===== src/rtl/pwm_out_pkg.sv =====
`timescale 1ns/1ps
package pwm_out_pkg;
  typedef enum logic [1:0] {
    MODE_INDEP = 2'd0,
    MODE_COMP  = 2'd1,
    MODE_SYNC  = 2'd2,
    MODE_RSVD  = 2'd3
  } pwm_mode_e;
endpackage


===== src/rtl/pwm_dt_pair.sv =====
`timescale 1ns/1ps
// Forms one even/odd pair from a generator signal; inserts dead time in complementary mode.
module pwm_dt_pair #(
  parameter int DT_W = 11
) (
  input  logic            clk,
  input  logic            rst_n,
  input  logic            gen_i,
  input  logic            comp_mode_i,
  input  logic            dt_en_i,
  input  logic [DT_W-1:0] dt_len_i,
  output logic            prim_o,
  output logic            comp_o
);
  logic            gen_q;
  logic [DT_W-1:0] cnt_q, cnt_d;
  logic            chg, dt_act, quiet;

  assign dt_act = comp_mode_i & dt_en_i;
  assign chg    = gen_i ^ gen_q;

  always_comb begin
    if (!dt_act)             cnt_d = '0;
    else if (chg)            cnt_d = dt_len_i;
    else if (cnt_q != '0)    cnt_d = cnt_q - 1'b1;
    else                     cnt_d = cnt_q;
  end

  assign quiet  = (cnt_d == '0);
  assign prim_o = gen_i & quiet;
  assign comp_o = comp_mode_i ? (~gen_i & quiet) : gen_i;

  always_ff @(posedge clk or negedge rst_n) begin
    if (!rst_n) begin
      gen_q <= 1'b0;
      cnt_q <= '0;
    end else begin
      gen_q <= gen_i;
      cnt_q <= cnt_d;
    end
  end


  no_overlap_chk: assert property (@(posedge clk) disable iff (!rst_n)
    comp_mode_i |-> !(prim_o && comp_o));

  dt_countdown_chk: assert property (@(posedge clk) disable iff (!rst_n)
    (dt_act && !chg && cnt_q != '0) |=> (cnt_q == $past(cnt_q) - 1'b1));

  dt_idle_chk: assert property (@(posedge clk) disable iff (!rst_n)
    !dt_act |=> (cnt_q == '0));

  exact_comp_chk: assert property (@(posedge clk) disable iff (!rst_n)
    (comp_mode_i && !dt_en_i) |-> (comp_o == !prim_o));
endmodule


===== src/rtl/pwm_chan_ovr.sv =====
`timescale 1ns/1ps
// Per-channel override chain: mask, then brake, then polarity.
module pwm_chan_ovr (
  input  logic raw_i,
  input  logic mask_en_i,
  input  logic mask_val_i,
  input  logic brake_i,
  input  logic brake_lvl_i,
  input  logic neg_pol_i,
  output logic val_o
);
  logic masked, braked;
  assign masked = mask_en_i ? mask_val_i : raw_i;
  assign braked = brake_i ? brake_lvl_i : masked;
  assign val_o  = braked ^ neg_pol_i;


  always_comb begin
    brake_wins_chk: assert (!brake_i || (braked == brake_lvl_i));
  end
endmodule


===== src/rtl/pwm_out_stage.sv =====
`timescale 1ns/1ps
module pwm_out_stage
  import pwm_out_pkg::*;
#(
  parameter int NUM_PAIRS = 3,
  parameter int DT_W      = 11,
  localparam int NCH      = 2 * NUM_PAIRS
) (
  input  logic                 clk,
  input  logic                 rst_n,
  input  logic [NUM_PAIRS-1:0] gen_i,
  input  logic [1:0]           mode_i,
  input  logic [DT_W-1:0]      dt_len_i,
  input  logic [NUM_PAIRS-1:0] dt_en_i,
  input  logic [NCH-1:0]       mask_en_i,
  input  logic [NCH-1:0]       mask_val_i,
  input  logic                 brake_i,
  input  logic [NCH-1:0]       brake_lvl_i,
  input  logic [NCH-1:0]       neg_pol_i,
  input  logic                 even_oe_i,
  input  logic                 odd_oe_i,
  output logic [NCH-1:0]       pin_o,
  output logic [NCH-1:0]       pin_oe_o
);
  pwm_mode_e      mode;
  logic           comp_mode;
  logic [NCH-1:0] raw, fin;

  assign mode      = pwm_mode_e'(mode_i);
  assign comp_mode = (mode == MODE_COMP);

  for (genvar p = 0; p < NUM_PAIRS; p++) begin : g_pair
    logic src;
    assign src = (mode == MODE_SYNC) ? gen_i[0] : gen_i[p];
    pwm_dt_pair #(.DT_W(DT_W)) pair_i (
      .clk         (clk),
      .rst_n       (rst_n),
      .gen_i       (src),
      .comp_mode_i (comp_mode),
      .dt_en_i     (dt_en_i[p]),
      .dt_len_i    (dt_len_i),
      .prim_o      (raw[2*p]),
      .comp_o      (raw[2*p+1])
    );
  end

  for (genvar c = 0; c < NCH; c++) begin : g_chan
    localparam bit IS_ODD = (c % 2) == 1;
    logic oe_sel;
    assign oe_sel = IS_ODD ? odd_oe_i : even_oe_i;

    pwm_chan_ovr ovr_i (
      .raw_i       (raw[c]),
      .mask_en_i   (mask_en_i[c]),
      .mask_val_i  (mask_val_i[c]),
      .brake_i     (brake_i),
      .brake_lvl_i (brake_lvl_i[c]),
      .neg_pol_i   (neg_pol_i[c]),
      .val_o       (fin[c])
    );

    always_ff @(posedge clk or negedge rst_n) begin
      if (!rst_n) begin
        pin_o[c]    <= 1'b0;
        pin_oe_o[c] <= 1'b0;
      end else begin
        pin_o[c]    <= fin[c];
        pin_oe_o[c] <= oe_sel;
      end
    end


    oe_group_chk: assert property (@(posedge clk) disable iff (!rst_n)
      1'b1 |=> (pin_oe_o[c] == $past(IS_ODD ? odd_oe_i : even_oe_i)));
  end
endmodule


===== config.mk =====
export PLATFORM = sky130hd
export DESIGN_NAME = pwm_out_stage
export DESIGN_NICKNAME = d
export VERILOG_FILES = /design/src/rtl/pwm_out_pkg.sv /design/src/rtl/pwm_dt_pair.sv /design/src/rtl/pwm_chan_ovr.sv /design/src/rtl/pwm_out_stage.sv
export SDC_FILE = /design/constraint.sdc
export NUM_CORES = 1
export LEC_CHECK = 0
export CAP_MARGIN = 30
export CORE_UTILIZATION = 50
export CTS_CLUSTER_SIZE = 40
export DETAILED_ROUTE_END_ITERATION = 12
export PLACE_DENSITY_LB_ADDON = 0.12
export SLEW_MARGIN = 25
export SYNTH_ARGS = -nofsm -noshare
export SYNTH_HDL_FRONTEND = slang
export SYNTH_SLANG_ARGS = --single-unit
export TNS_END_PERCENT = 50

===== constraint.sdc =====
create_clock -name clk -period 3.93 [get_ports clk]
set_clock_uncertainty 0.15 [all_clocks]
set_input_delay 0.5895 -clock clk [delete_from_list [all_inputs] [get_ports clk]]
set_output_delay 0.5895 -clock clk [all_outputs]
set_load 0.02 [all_outputs]

**Word-level counts from Yosys, hierarchy flattened**

Cells that the tools add are included.

- $add $sub $neg: 3
- Multiply operators: 0
- Divide/modulo/power cells: 0
- Magnitude comparators: 0
- Equal/unequal tests: 2
- Shifts and indexed selects: 0
- Multiplexer cells: 26
- Bitwise operators: 21
- Reduce and logical (&&, ||, !) cells: 6

Operators by type and width:

| cell | count |
|---|---|
| $mux W11 | 9 |
| $logic_not A11 Y1 | 3 |
| $reduce_bool A11 Y1 | 3 |
| $sub A11 B1 Y11 const B | 3 |
| $mux W1 | 17 |
| $and A1 B1 Y1 | 9 |
| $xor A1 B1 Y1 | 9 |
| $not A1 Y1 | 3 |
| $eq A2 B1 Y1 const B | 1 |
| $eq A2 B2 Y1 const B | 1 |

- Flip-flop bits (word level): 44
- Latch bits: 0
- Memory bits (writable): 0
- Bits in read-only memories: 0
- Input bits: 48
- Output and inout bits: 12
- Word-level logic and storage cells: 72
- Memories: 0

**Depth between registers and ports, before layout**

- Depth after elaboration: 11
- Depth in mapped cells: 11
- Depth with buffers taken out: 10

**By module**

A second synthesis with hierarchy kept.

- Cells, all modules: 325
- Area, all modules: 3091.7 um^2

By module, submodules not included:

| module | times used | cells an instance | area each (um^2) | seq. area each (um^2) |
|---|---|---|---|---|
| pwm_dt_pair at g_pair[0].pair_i ... | 2 | 91 | 869.6 | 300.3 |
| pwm_dt_pair at g_pair[2].pair_i | 1 | 103 | 882.1 | 300.3 |
| pwm_out_stage | 1 | 16 | 282.8 | 200.2 |
| pwm_chan_ovr | 6 | 4 | 31.3 | 0.0 |

**Worst setup path before layout**

OpenSTA, ideal clock, no wires.

- Path kind: register to register
- From: register g_pair[0].pair_i.cnt_q[0]
- To: register pin_o[1]
- Setup time: 0.128 ns
- Data arrival time: 2.591 ns
- Data required time: 3.652 ns
- Path slack: 1.060 ns
- Stages on the path, launching flop included: 11
- Path buffers: 0
- Clock period less this slack: 2.870 ns
- Cells stage by stage: dfrtp_1 inv_1 ha_1 or3b_2 nor3_1 xor2_1 a32o_1 or3_1 nor4_1 o41ai_2 xnor2_1

- Word-level cells in the longest chain between the ends: 10
- Elaborated cells between the ends (all ways): 11
- Those cells by class: 1 x add/sub; 6 x mux; 2 x bitwise; 2 x reduce/logical

Ends and longest elaborated chain:

| item | line | RTL |
|---|---|---|
| start: declaration | pwm_dt_pair.sv:16 | `logic [DT_W-1:0] cnt_q, cnt_d;` |
| start signal: assignment | pwm_dt_pair.sv:39 | `cnt_q <= cnt_d;` |
| $sub A11 B1 Y11 / $reduce_bool A11 Y1 (equally long branches) | pwm_dt_pair.sv:25 | `else if (cnt_q != '0) cnt_d = cnt_q - 1'b1;` |
| $mux W11 * | pwm_dt_pair.sv:25 |  |
| $mux W11 * | pwm_dt_pair.sv:24 | `else if (chg) cnt_d = dt_len_i;` |
| $mux W11 * | pwm_dt_pair.sv:23 | `if (!dt_act) cnt_d = '0;` |
| named net g_pair[0].pair_i.cnt_d[8] | pwm_dt_pair.sv:16 |  |
| $logic_not A11 Y1 * | pwm_dt_pair.sv:29 | `assign quiet = (cnt_d == '0);` |
| $and A1 B1 Y1 * | pwm_dt_pair.sv:31 | `assign comp_o = comp_mode_i ? (~gen_i & quiet) : gen_i;` |
| $mux W1 * | pwm_dt_pair.sv:31 |  |
| $mux W1 * | pwm_chan_ovr.sv:13 | `assign masked = mask_en_i ? mask_val_i : raw_i;` |
| $mux W1 * | pwm_chan_ovr.sv:14 | `assign braked = brake_i ? brake_lvl_i : masked;` |
| $xor A1 B1 Y1 * | pwm_chan_ovr.sv:15 | `assign val_o = braked ^ neg_pol_i;` |
| named net g_chan[1].ovr_i.val_o | pwm_chan_ovr.sv:10 | `output logic val_o` |
| end signal: indexed assignment | pwm_out_stage.sv:67 | `pin_o[c] <= fin[c];` |
| end: declaration | pwm_out_stage.sv:22 | `output logic [NCH-1:0] pin_o,` |

Mark *: on every way through the listed nets, which the timed path passes. The rest lies on a longest branch.

**Worst setup path in the final report**

- From: input port gen_i[2]
- To: register pin_o[4]

- Word-level cells in the longest chain between the ends: 9

Ends and longest elaborated chain:

| item | line | RTL |
|---|---|---|
| start: declaration | pwm_out_stage.sv:11 | `input logic [NUM_PAIRS-1:0] gen_i,` |
| $mux W1 | pwm_out_stage.sv:34 | `assign src = (mode == MODE_SYNC) ? gen_i[0] : gen_i[p];` |
| $xor A1 B1 Y1 | pwm_dt_pair.sv:20 | `assign chg = gen_i ^ gen_q;` |
| $mux W11 | pwm_dt_pair.sv:24 |  |
| $mux W11 | pwm_dt_pair.sv:23 |  |
| named net g_pair[2].pair_i.cnt_d[7] | pwm_dt_pair.sv:16 |  |
| $logic_not A11 Y1 | pwm_dt_pair.sv:29 |  |
| $and A1 B1 Y1 | pwm_dt_pair.sv:30 | `assign prim_o = gen_i & quiet;` |
| $mux W1 | pwm_chan_ovr.sv:13 |  |
| $mux W1 | pwm_chan_ovr.sv:14 |  |
| $xor A1 B1 Y1 | pwm_chan_ovr.sv:15 |  |
| named net g_chan[4].ovr_i.val_o | pwm_chan_ovr.sv:10 |  |

The timed path passes the listed nets, and every way through them passes these cells.

==> metrics.cfg <==
[status]
run_status=finished clean

[placement]
routabilityCongestion=0.9421
portBuffers=59
dp_hpwl_um=6183

[floorplanning]
die_h_um=79.98
num_io_pins=60
core_ar_um2=5886
die_w_um=79.98
die_area_um2=6397
start_util_pct=51.66
row_count=28

[drt]
route.detailed.vias_per_inst=5.961
remaining_drc_errors=0
number_of_design_rule_violations_left_by_the_first_detailed_router_iteration=299
drt-total-wl_um=7826
dr.pass1.iters=5
final_antenna_net_count=0
vias=2909
wl_per_cell_um=16.04

[setup_path]
crit_path_max_fanout=12
critical_path.slowest_cell=sky130_fd_sc_hd__and2_0
critical_path_class=in2reg
critPathArrivalTime_ps=3480
gate_family_responsible_for_the_most_delay_along_the_worst_path=simple AND/OR/NAND/NOR gates
timing.critical_path.cells=clkdlybuf4s50_1 > nor2b_1 > o21ai_1 > and2_0 > a311oi_1 > nor4_1 > nand3_1 > a2bb2oi_1 > xor2_1
crit_buf_inv=1
worst_ep_required_time_ps=4000
crit_path_max_cell_delay_ps=570
timing.critical_path.from_type=input pin
setup.worst_path.end_class=flop

[synth]
synth_sequential_area_ratio_pct=36.21
netlist_cell_types=60
post_synth_inst_count=353
synth_edf_count=0
yosys_register_bits=44
synthesis.nets=407
synth_top_flop_cell=sky130_fd_sc_hd__dfrtp_1
synthesis.area_per_instance_um2=8.613
netlist_area_um2=3040
synth_async_sr_flop_share_pct=100.0
yosysWarningCount=0

[pwr]
combPwrFrac_pct=35.8
vdd.ir_drop.worst_uv=175.6
intPower_w=0.0008858
cellLeakagePower_nw=1.635
relative_contribution_of_the_clock_network_to_total_power_pct=26.1
sequentialPowerShare_pct=38.0
total_switching_power_w=0.0004436
power_density_nw_per_um2=348.9
p_sw_share_pct=33.37
power.total_w=0.001329

[timing]
slew_at_the_pin_closest_to_its_max_slew_limit_ps=602.5
timing.fmax_mhz=293.5
setup-violations-final=0
timing.final.max_slew_violations=0
grt_setup_unrepaired=no
min_period_over_period_pct=86.70
setup_total_negative_slack_ps=0
normalized_max_slew_margin_pct=58.79
hold_violations=0
period_minus_slack_ps=3407

[final_layout]
seq_area_um2=1101
antennaDiodeCount=0
final_layout_size_suffix_gt1_share_pct=7.264
area_used_by_multi_input_combinational_logic_um2=1770
layout.filler_cells=522
finalNetCount=466
area_growth_pct=25.31

[cts]
worstSkewPairLatency_ps=300
clock_buffers_created_by_tritoncts=5
post-cts-setup-buffer-count=0
postCtsHoldBufs=0
clock_sinks=44
cts.repair.resized=0
clk_root_buffer_cell=sky130_fd_sc_hd__clkbuf_8
maximum_root_to_sink_buffer_count=2
cts.htree.levels=2
tritoncts=built
cts.clk_slew.worst_paths_ps=90

[global_routing]
largest_net_degree_at_the_start_of_global_routing=32
antenna_found_initial=0
global_route.overflow_total=0
vias_in_the_first_global_route=2654
grt_first_pass_wirelength_um=12960
grt.total_usage_pct=26.26

[flow_run]
drv_cap=0

[min_path]
worstHoldPathType=in2async

layout by cell type, fill, tap and decap left out, types with 6 or more instances in the layout:
master	n
sky130_fd_sc_hd__nor4_1	8
sky130_fd_sc_hd__o31ai_1	7
sky130_fd_sc_hd__mux2i_1	9
sky130_fd_sc_hd__inv_1	18
sky130_fd_sc_hd__xor2_1	7
sky130_fd_sc_hd__xnor2_1	9
sky130_fd_sc_hd__buf_4	8
sky130_fd_sc_hd__dfrtp_1	44
sky130_fd_sc_hd__a211oi_1	12
sky130_fd_sc_hd__nor3_1	9
sky130_fd_sc_hd__a311oi_1	10
sky130_fd_sc_hd__a21oi_1	29
sky130_fd_sc_hd__nand2b_1	6
sky130_fd_sc_hd__o21ai_0	9
sky130_fd_sc_hd__nand3_1	9
sky130_fd_sc_hd__ha_1	6
sky130_fd_sc_hd__nor2_1	37
sky130_fd_sc_hd__or4_1	6
sky130_fd_sc_hd__nor2b_1	13
sky130_fd_sc_hd__nand2_1	24
sky130_fd_sc_hd__clkdlybuf4s50_1	58
final cells by class:
type	instances	share of cell area, %
multi-input combinational	275	46.47
sequential	44	28.90
tap	75	2.463
clock buffer	5	1.806
timing repair buffer	68	17.47
clock inverter	3	1.117
inverter	18	1.773
kinds of logic (layout without fill, tap and decap cells):
family / count (synthesis) / count (layout) / synth area share (%)
AND/OR/NAND/NOR: 143 / 143 / 25.39
AO/OA/AOI/OAI: 101 / 101 / 22.80
flip-flops: 44 / 44 / 36.21
buffers and inverters: 34 / 94 / 5.555
XOR/XNOR: 16 / 16 / 4.609
multiplexers: 9 / 9 / 2.963
adder cells (fa/ha/maj): 6 / 6 / 2.469
through the flow:
step,instance area [um2],instances,hold WS [ps],util [%],setup WS (ps)
floorplan,3040,353,143.9,-,1060
finish,3810,488,28.75,64.73,522.7
detailed placement,3699,480,362.3,62.84,320.1
global route,3810,488,44.06,64.73,319.9
CTS,3810,488,39.17,64.73,631.2
global placement,3679,479,447.1,62.50,516.0
registers in the layout, indices dropped and copies added, names as in the netlist:
signal and count:
g_pair.pair_i.cnt_q 33, g_pair.pair_i.gen_q 3, pin_o 6, pin_oe_o 2
Yosys cell counts (4+ instances only):
| master | count | area [um2] |
|---|---|---|
| sky130_fd_sc_hd__xnor2_1 | 9 | 78.83 |
| sky130_fd_sc_hd__buf_4 | 5 | 37.54 |
| sky130_fd_sc_hd__nor2_1 | 37 | 138.9 |
| sky130_fd_sc_hd__ha_1 | 6 | 75.07 |
| sky130_fd_sc_hd__mux2i_1 | 9 | 90.09 |
| sky130_fd_sc_hd__a31oi_1 | 5 | 31.28 |
| sky130_fd_sc_hd__xor2_1 | 7 | 61.31 |
| sky130_fd_sc_hd__a21oi_1 | 29 | 145.1 |
| sky130_fd_sc_hd__nor4_1 | 8 | 50.05 |
| sky130_fd_sc_hd__nand2_1 | 24 | 90.09 |
| sky130_fd_sc_hd__buf_2 | 5 | 25.02 |
| sky130_fd_sc_hd__o21ai_0 | 9 | 45.04 |
| sky130_fd_sc_hd__clkbuf_1 | 5 | 18.77 |
| sky130_fd_sc_hd__nand2b_1 | 6 | 37.54 |
| sky130_fd_sc_hd__inv_1 | 18 | 67.56 |
| sky130_fd_sc_hd__o31ai_1 | 7 | 52.55 |
| sky130_fd_sc_hd__nor3_1 | 9 | 45.04 |
| sky130_fd_sc_hd__nand3_1 | 9 | 45.04 |
| sky130_fd_sc_hd__nor2b_1 | 13 | 81.33 |
| sky130_fd_sc_hd__o21ai_1 | 4 | 20.02 |
| sky130_fd_sc_hd__a311oi_1 | 10 | 87.58 |
| sky130_fd_sc_hd__a211oi_1 | 12 | 90.09 |
| sky130_fd_sc_hd__or3_1 | 5 | 31.28 |
| sky130_fd_sc_hd__dfrtp_1 | 44 | 1101 |
| sky130_fd_sc_hd__or4_1 | 6 | 45.04 |
metal layers:
layer  vias to the layer above  track usage, %  share of wire, %
met1                      1336           37.12                47
met2                       137           40.60                44
met3                        10           5.486               7.5
li1                       1426               -                 -
met5                         -               0                 0
met4                         0           6.786               1.5
path summary, 6_finish.rpt:
| kind | from | endpoint | slack (ps) | depth (start not counted) |
|---|---|---|---|---|
| setup / recovery | gen_i[2] | pin_o[4] | 520 | 9 |
| hold / removal | rst_n | g_pair[2].pair_i.cnt_q[4] | 30 | 1 |
| setup reg to reg | g_pair[2].pair_i.cnt_q[0] | pin_o[4] | 780 | 10 |
| hold reg to reg | g_pair[2].pair_i.cnt_q[7] | g_pair[2].pair_i.cnt_q[7] | 480 | 2 |
| max in group asynchronous | rst_n | g_pair[1].pair_i.cnt_q[6] | 3130 | 2 |
| min in group clk | g_pair[2].pair_i.cnt_q[7] | g_pair[2].pair_i.cnt_q[7] | 480 | 2 |
power groups by stage:
| stage | clock network [W] | registers [W] | logic, W |
|---|---|---|---|
| final | 0.000347 | 0.000506 | 0.000476 |
| after global routing | 0.000372 | 0.000510 | 0.000520 |
| after CTS | 0.000353 | 0.000506 | 0.000471 |
| after detailed placement | 0 | 0.000514 | 0.000467 |
| after global placement | 0 | 0.000514 | 0.000463 |
| after floorplan | 0 | 0.000522 | 0.000298 |
Power figures use the tool's default switching activity.
